--- src/rtl/row_scan_pkg.sv ---
package row_scan_pkg;
  typedef enum logic [1:0] {
    CODE_DESEL = 2'b00,
    CODE_NSEL  = 2'b01,
    CODE_SEL_P = 2'b10,
    CODE_SEL_N = 2'b11
  } row_code_e;

  function automatic row_code_e encode_row(logic on_n, logic stage, logic inv);
    if (!on_n)      return CODE_DESEL;
    else if (!stage) return CODE_NSEL;
    else if (inv)   return CODE_SEL_N;
    else            return CODE_SEL_P;
  endfunction
endpackage

--- src/rtl/scan_half.sv ---
module scan_half #(
  parameter int LEN = 120
) (
  input  logic           clk_i,
  input  logic           rst_ni,
  input  logic           clr_i,
  input  logic           shift_i,
  input  logic           dir_right_i,
  input  logic           ser_i,
  output logic [LEN-1:0] q_o
);
  logic [LEN-1:0] q_q;

  always_ff @(posedge clk_i or negedge rst_ni) begin
    if (!rst_ni)      q_q <= '0;
    else if (clr_i)   q_q <= '0;
    else if (shift_i) q_q <= dir_right_i ? {q_q[LEN-2:0], ser_i} : {ser_i, q_q[LEN-1:1]};
  end

  assign q_o = q_q;
endmodule

--- src/rtl/row_encoder.sv ---
module row_encoder
  import row_scan_pkg::*;
#(
  parameter int ROWS = 240
) (
  input  logic [ROWS-1:0]   stage_i,
  input  logic              blank_ni,
  input  logic              frame_inv_i,
  output logic [2*ROWS-1:0] code_o
);
  for (genvar r = 0; r < ROWS; r++) begin : g_row
    row_code_e c;
    assign c = encode_row(blank_ni, stage_i[r], frame_inv_i);
    assign code_o[2*r +: 2] = c;
  end
endmodule

--- src/rtl/row_scan_shifter.sv ---
module row_scan_shifter #(
  parameter int N_ROWS = 240  // must be even
) (
  input  logic                clk_i,
  input  logic                rst_ni,
  input  logic                shift_i,
  input  logic                dir_right_i,
  input  logic                dual_i,
  input  logic                blank_ni,
  input  logic                frame_inv_i,
  input  logic                eio1_i,
  output logic                eio1_o,
  output logic                eio1_oe_o,
  input  logic                eio2_i,
  output logic                eio2_o,
  output logic                eio2_oe_o,
  input  logic                dual_din_i,
  output logic [2*N_ROWS-1:0] row_code_o
);
  localparam int HALF = N_ROWS / 2;

  logic [HALF-1:0]   q_lo, q_hi;
  logic [N_ROWS-1:0] stages;
  logic              lo_in, hi_in, clr;

  assign clr = ~blank_ni;

  // single mode: halves chained; dual mode: halves fed separately
  always_comb begin
    if (dual_i) begin
      lo_in = dir_right_i ? eio1_i : eio2_i;
      hi_in = dual_din_i;
    end else begin
      lo_in = dir_right_i ? eio1_i : q_hi[0];
      hi_in = dir_right_i ? q_lo[HALF-1] : eio2_i;
    end
  end

  scan_half #(.LEN(HALF)) u_lo (
    .clk_i, .rst_ni, .clr_i(clr), .shift_i, .dir_right_i,
    .ser_i(lo_in), .q_o(q_lo)
  );

  scan_half #(.LEN(HALF)) u_hi (
    .clk_i, .rst_ni, .clr_i(clr), .shift_i, .dir_right_i,
    .ser_i(hi_in), .q_o(q_hi)
  );

  assign stages = {q_hi, q_lo};

  row_encoder #(.ROWS(N_ROWS)) u_enc (
    .stage_i(stages), .blank_ni, .frame_inv_i, .code_o(row_code_o)
  );

  assign eio2_oe_o = dir_right_i;
  assign eio1_oe_o = ~dir_right_i;
  assign eio2_o    = dir_right_i & stages[N_ROWS-1];
  assign eio1_o    = ~dir_right_i & stages[0];
endmodule

--- config.mk ---
export PLATFORM = sky130hd
export DESIGN_NAME = row_scan_shifter
export DESIGN_NICKNAME = d
export VERILOG_FILES = /design/src/rtl/row_scan_pkg.sv /design/src/rtl/scan_half.sv /design/src/rtl/row_encoder.sv /design/src/rtl/row_scan_shifter.sv
export SDC_FILE = /design/constraint.sdc
export NUM_CORES = 1
export LEC_CHECK = 0
export ABC_AREA = 1
export BUFFER_PORTS_ARGS = -buffer_cell sky130_fd_sc_hd__buf_2
export CORE_AREA = 2 2 191 193
export CTS_BUF_LIST = sky130_fd_sc_hd__clkbuf_2
export DETAILED_ROUTE_END_ITERATION = 8
export DIE_AREA = 0 0 193 195
export HOLD_SLACK_MARGIN = 0.05
export PLACE_DENSITY = 0.68
export SYNTH_ARGS = -nofsm -noshare
export SYNTH_HDL_FRONTEND = slang
export SYNTH_SLANG_ARGS = --single-unit
--- constraint.sdc ---
create_clock -name clk_i -period 1.3 [get_ports clk_i]
set_input_delay 0.195 -clock clk_i [delete_from_list [all_inputs] [get_ports clk_i]]
set_output_delay 0.195 -clock clk_i [all_outputs]
set_load 0.05 [all_outputs]
# Yosys cells after proc, flatten, opt, wreduce, memory -nomap -nowiden
# Cells that the tools add are included.
# op_classes
bitwise_logic,3
n_mux,492
n_eq_ne,1
# op_table
cell,count
2-bit two-way mux,480
120-bit two-way mux,6
1-bit two-way mux,6
1-bit AND,2
"2-bit inequality test, second input constant",1
1-bit inverter,1
# totals
wordCells,498
inputBits,10
out_inout_bits,484
regBits,240

# Depth between registers and ports, before layout
# Gate-level depths: netlist of run 1.
# depth
ltp_word,5
mapped_depth,8
mapped_depth_nobuf,6

# Modules after synthesis
# A second synthesis of run 1 with hierarchy kept.
# unflattened
cells_unflattened,2614
area_unflattened_um2,15745.1
# by_module_without_submodules
module,n_inst,area_each_um2,cells_per_inst
scan_half,2,5973.2,896
row_encoder,1,3713.6,801
row_scan_shifter,1,85.1,21

# Worst setup path after synthesis of run 1
# Ideal clock, no wire load.
# synth_timing
kind,input to output
startpoint,in blank_ni
endpoint,out row_code_o[0]
arrival_time_ps,1514
required_time_ps,1105
stages,5
setup_slack_ps,-409
n_path_buf,3
path_cell_list,buf_4 -> inv_2 -> clkbuf_1 -> buf_2 -> a21oi_1
# synth_via
elab_chain_len,1
# synth_rtl
element,line_no,source
start: declaration,row_scan_shifter.sv:9,"input logic blank_ni,"
2-bit two-way mux,row_scan_pkg.sv:10,if (!on_n) return CODE_DESEL;
end: declaration,row_scan_shifter.sv:18,output logic [2*N_ROWS-1:0] row_code_o
# Every way passes these cells.

# Worst setup path in the final report of run 1
# layout_timing
startpoint,reg u_lo.q_q[49] (netlist: u_lo.q_o[49])
endpoint,out row_code_o[99]
# layout_via
elab_chain_len,2
# layout_rtl
element,line_no,source
start: declaration,scan_half.sv:12,logic [LEN-1:0] q_q;
start signal: assignment,scan_half.sv:17,"else if (shift_i) q_q <= dir_right_i ? {q_q[LEN-2:0], ser_i} : {ser_i, q_q[LEN-1:1]};"
2-bit two-way mux,row_scan_pkg.sv:11,else if (!stage) return CODE_NSEL;
2-bit two-way mux,row_scan_pkg.sv:10,
# Every way passes these cells.

==> out/metrics.yaml, run 1 <==
power:
  peakVddDrop_mv: 0.460
  p_leak_uw: 0.0114
  power_uw: 18200
  power.density_nw_per_um2: 668
clock_network:
  cts-root-buf: "clkbuf_2"
  cts_sinks: 240
  cts-buffers-inserted: 66
  clkLatencyLatePin_ns: 0.85
  cts_htree_levels: 3
  path_clk_slew_ns: 0.11
  clockBufferDepth: 3
  tritoncts: "yes"
cells_and_area:
  fin_util_pct: 76.8
  final_cell_mix: "500 x nand2_1, 403 x buf_6, 346 x buf_4"
  postLayoutCellArea_sq_um: 27200
  area_growth_pct: 84.0
  n_fill_cell: 2122
  drive_gt1_share_pct: 60.3
  nNetsFinal: 2904
  final_common_cell: "nand2_1"
floorplanning:
  die_area_sq_um: 37600
  rows: 69
  die_y_um: 195
  pin_count: 494
  die-width_um: 193
  start_util_pct: 41.7
  fp.coreArea_sq_um: 35400
synth:
  ys_seq_elements: 240
  synth.top_cell.area_share_pct: 40.7
  synth_area_sq_um: 14800
  syn_inst: 2124
  synth_nets: 2134
  ys_seq_area_share_pct: 40.7
  postSynthAreaPerCell_sq_um: 6.95
  yosysTopAreaCell: "dfrtp_1"
  synthDistinctLibCells: 22
  yosys-top-cells-area: "dfrtp_1 41%, nand2_1 18%, a21boi_0 12%"
  synth_warnings: 0
setup_path:
  cp_max_fo: 3
  rrSetupSlack_ns: -0.14
  crit_arrival_ns: 1.78
  required_ns: 1.11
  start_kind: "flop"
  r2r_cells: 6
  cp-end-kind: "output port"
  r2r_start: "u_hi.q_o[100]"
  timing.rr.end: "u_hi.q_o[101]"
  path_class: "reg2out"
sta:
  setup_tns_ns: -245.58
  slew_headroom_pct: 53.5
  worst_pin_slew_ns: 0.697
  fmax_mhz: 505
  setup_viol: 501
  setup_ws_ns: -0.678
  fin_crit_ns: 1.98
  maxSlewViolCount: 0
  finalClockSkew_ns: 0.0640
  whs_ns: 0.0202
  final.period_utilization_pct: 152
  final_hold_viol_count: 0
  rsz0062_at_grt: "yes"
placement:
  place.gp.congestion: 0.849
  dpl.hpwl_um: 38000
  place_area_sq_um: 20300
  portBuffers: 493
global_route:
  grt_max_degree: 82
  grt_first_pass_wirelength_um: 101000
  grt_overflow: 0
  antenna_found_initial: 1
  grt_usage_pct: 33.6
  grt_pass1_vias: 18400
detailed_routing:
  avgRoutedWirePerCell_um: 21.0
  drt-initial-drc-count: 1394
  ant_nets: 0
  vias: 19200
  avgViaCountPerCell: 5.64
  wirelength_um: 71500
  drt_first_pass_iters: 6
  drc: 0
flow_run:
  drv_cap: 0
status:
  violations: "negative setup slack"
  status: "complete, but fails checks"
hold_path:
  holdPathStages: 5
  hold_class: "in2reg"
  min_to: "u_lo.q_o[102]"
  worstHoldStart: "dir_right_i"
[kinds of logic (layout without fill, tap and decap cells)]
logic type	Yosys count	after routing	share of synthesized area [%]
other	0	1	0
buffers and inverters	437	1251	12.3
AND/OR/NAND/NOR	729	729	18.7
AO/OA/AOI/OAI	718	718	28.3
flip-flops	240	240	40.7
[layer usage]
layer / routed length (um) / track usage, %
met5: 32 / 0
met4: 3720 / 14.9
met2: 34500 / 56.3
met1: 26200 / 40.6
met3: 7110 / 8.64
[critical path, stage by stage, from the launching register on]
cell	delay (ns)
dfrtp_2	0.46
nand2_2	0.14
clkinvlp_4	0.16
buf_6	0.18
[power breakdown]
| part | internal [uW] | switching [uW] | leakage, uW |
|---|---|---|---|
| registers | 7470 | 20.7 | 0.00310 |
| clock network | 2370 | 3460 | 0.000463 |
| logic | 1530 | 3300 | 0.00781 |
[timing repair]
item / in CTS / in global routing
buffers inserted: 196 / 34
endpoints found under the setup margin: 482 / 537
pin swaps: 399 / 26
hold buffers: 18 / 10
hold endpoints to repair: 417 / 36
gates resized for setup: 1240 / 236
[final cells by class]
class                      count  area [sq um]  area share [%]
clock inverter                16           130           0.479
multi-input combinational   1447          8670            31.9
timing repair buffer         886          9400            34.6
sequential                   240          6190            22.8
tap                          461           577            2.12
antenna                        1          2.50         0.00921
inverter                     253          1720            6.33
clock buffer                  96           480            1.77
[synth_stat cells]
master and count:
nand2_2 1, buf_6 3, clkbuf_2 1, inv_2 2
nor2_8 1, buf_4 18, clkinv_1 1, o21a_1 3
o21bai_1 1, nor2_1 6, inv_1 250, o21ai_0 148
clkbuf_1 81, nand2_1 717, o21ai_1 85, buf_2 73
o22ai_1 5, buf_1 8, a21oi_1 247, nand3_1 4
a21boi_0 229, dfrtp_1 240
[metrics by stage]
stage / worst slack (ns) / std cells
finish: -0.678 / 3400
global route: -0.778 / 3400
CTS: -0.674 / 3357
detailed placement: -0.179 / 3032
global placement: -0.204 / 3032
floorplan: -0.406 / 2124
[registers in the layout, summed over array words and instances (netlist names)]
register	flops
u_hi.q_o	120
u_lo.q_o	120
[how the worst max path moves through the flow]
stage / start / to / cells past startpoint
detailed placement: frame_inv_i / row_code_o[196] / 5
CTS: u_lo.q_o[101] / row_code_o[203] / 3
floorplan: blank_ni / row_code_o[100] / 5
global route: u_lo.q_o[49] / row_code_o[99] / 3
finish: u_lo.q_o[49] / row_code_o[99] / 3
global placement: blank_ni / row_code_o[218] / 5
No activity file was read; power rests on OpenSTA's default activity.
==> run 2, diff against run 1 <==
Settings changed: RECOVER_POWER set to 25.
==> out/metrics.yaml, run 2 (synthesized netlist as in run 1, its figures left out) <==
status:
  status: "complete, but fails checks"
  violations: "negative setup slack"
clock_network:
  tritoncts: "yes"
  cts_htree_levels: 3
  clkLatencyLatePin_ns: 0.83
  path_clk_slew_ns: 0.11
  cts_sinks: 240
  cts-root-buf: "clkbuf_2"
  clockBufferDepth: 3
  cts-buffers-inserted: 66
sta:
  setup_ws_ns: -0.682
  finalClockSkew_ns: 0.0731
  fin_crit_ns: 1.98
  setup_viol: 530
  final_hold_viol_count: 0
  fmax_mhz: 505
  maxSlewViolCount: 0
  rsz0062_at_grt: "yes"
  final.period_utilization_pct: 152
  worst_pin_slew_ns: 0.744
  whs_ns: 0.0219
  slew_headroom_pct: 50.4
global_route:
  grt_overflow: 0
  grt_max_degree: 82
  antenna_found_initial: 1
  grt_pass1_vias: 18400
  grt_first_pass_wirelength_um: 101000
  grt_usage_pct: 33.6
detailed_routing:
  dr_wl_met2_um: 34300
  wirelength_um: 71500
  ant_nets: 0
  wl_met1_um: 25900
  drt-initial-drc-count: 1393
  avgRoutedWirePerCell_um: 21.0
  vias: 19200
  wl_met3_um: 7340
  avgViaCountPerCell: 5.64
  drc: 0
  highest_layer: "met4"
  drt_first_pass_iters: 6
floorplanning:
  pin_count: 494
  rows: 69
  start_util_pct: 41.7
  fp.coreArea_sq_um: 35400
  die-width_um: 193
  die_area_sq_um: 37600
  die_y_um: 195
setup_path:
  required_ns: 1.11
  cp_max_fo: 3
  crit_arrival_ns: 1.79
  start_kind: "flop"
  path_class: "reg2out"
  cp-end-kind: "output port"
cells_and_area:
  final_common_cell: "nand2_1"
  final_cell_mix: "500 x nand2_1, 404 x buf_6, 342 x buf_4"
  n_fill_cell: 2128
  area_growth_pct: 83.8
  drive_gt1_share_pct: 60.2
  nNetsFinal: 2904
placement:
  place.gp.congestion: 0.849
  portBuffers: 493
  dpl.hpwl_um: 38000
flow_run:
  drv_cap: 0
power:
  power_uw: 18100
  p_leak_uw: 0.0114
  peakVddDrop_mv: 0.468
  power.density_nw_per_um2: 668
hold_path:
  hold_class: "in2reg"
run 2: per-layer routing:
metal | vias up | global-route usage (%)
met5 | - | 0
met4 | 0 | 14.9
met3 | 328 | 8.64
met2 | 1294 | 56.3
met1 | 9215 | 40.6
li1 | 8322 | -
run 2: final timing paths:
path / from / end / slack [ns] / cells past startpoint
worst min-delay path: dir_right_i / u_lo.q_o[102] / 0.02 / 5
min in group asynchronous: rst_ni / u_hi.q_o[42] / 0.52 / 3
worst min register to register: u_hi.q_o[74] / u_hi.q_o[74] / 0.57 / 2
max in group asynchronous: rst_ni / u_hi.q_o[28] / -0.06 / 4
worst max register to register: u_hi.q_o[100] / u_hi.q_o[101] / -0.11 / 6
worst max-delay path: u_lo.q_o[49] / row_code_o[99] / -0.68 / 3
run 2: cell type report:
cell class | count | area (sq um) | area share, %
Antenna cell | 1 | 2.50 | 0.00922
Clock buffer | 96 | 480 | 1.77
Clock inverter | 16 | 130 | 0.479
Inverter | 253 | 1720 | 6.34
Multi-Input combinational cell | 1447 | 8670 | 31.9
Sequential cell | 240 | 6190 | 22.8
Tap cell | 461 | 577 | 2.12
Timing Repair Buffer | 886 | 9380 | 34.6
run 2: what timing repair did:
item,in CTS,in global routing
setup buffers,196,34
endpoints found under the hold margin,417,36
gates resized for setup,1240,236
pin swaps,399,26
endpoints found under the setup margin,482,537
hold buffers,18,10
run 2: critical path, stage by stage (launching register included):
cell and delay, ns:
dfrtp_2 0.46, nand2_2 0.14, clkinvlp_4 0.15, buf_6 0.18
run 2: where the power goes:
part	total [uW]	switching [uW]	internal, uW
Combinational	4820	3300	1520
Clock	5840	3460	2370
Sequential	7490	19.8	7470
run 2: metrics by stage:
step	area (sq um)	util, %	setup WS (ns)	setup TNS (ns)	instances
final	27200	76.7	-0.682	-248.59	3400
after detailed placement	20300	57.3	-0.179	-36.52	3032
after global placement	20300	57.3	-0.204	-27.31	3032
after floorplan	15900	-	-0.406	-81.20	2124
after global routing	27200	76.7	-0.778	-299.93	3400
after CTS	26100	73.7	-0.674	-275.79	3357
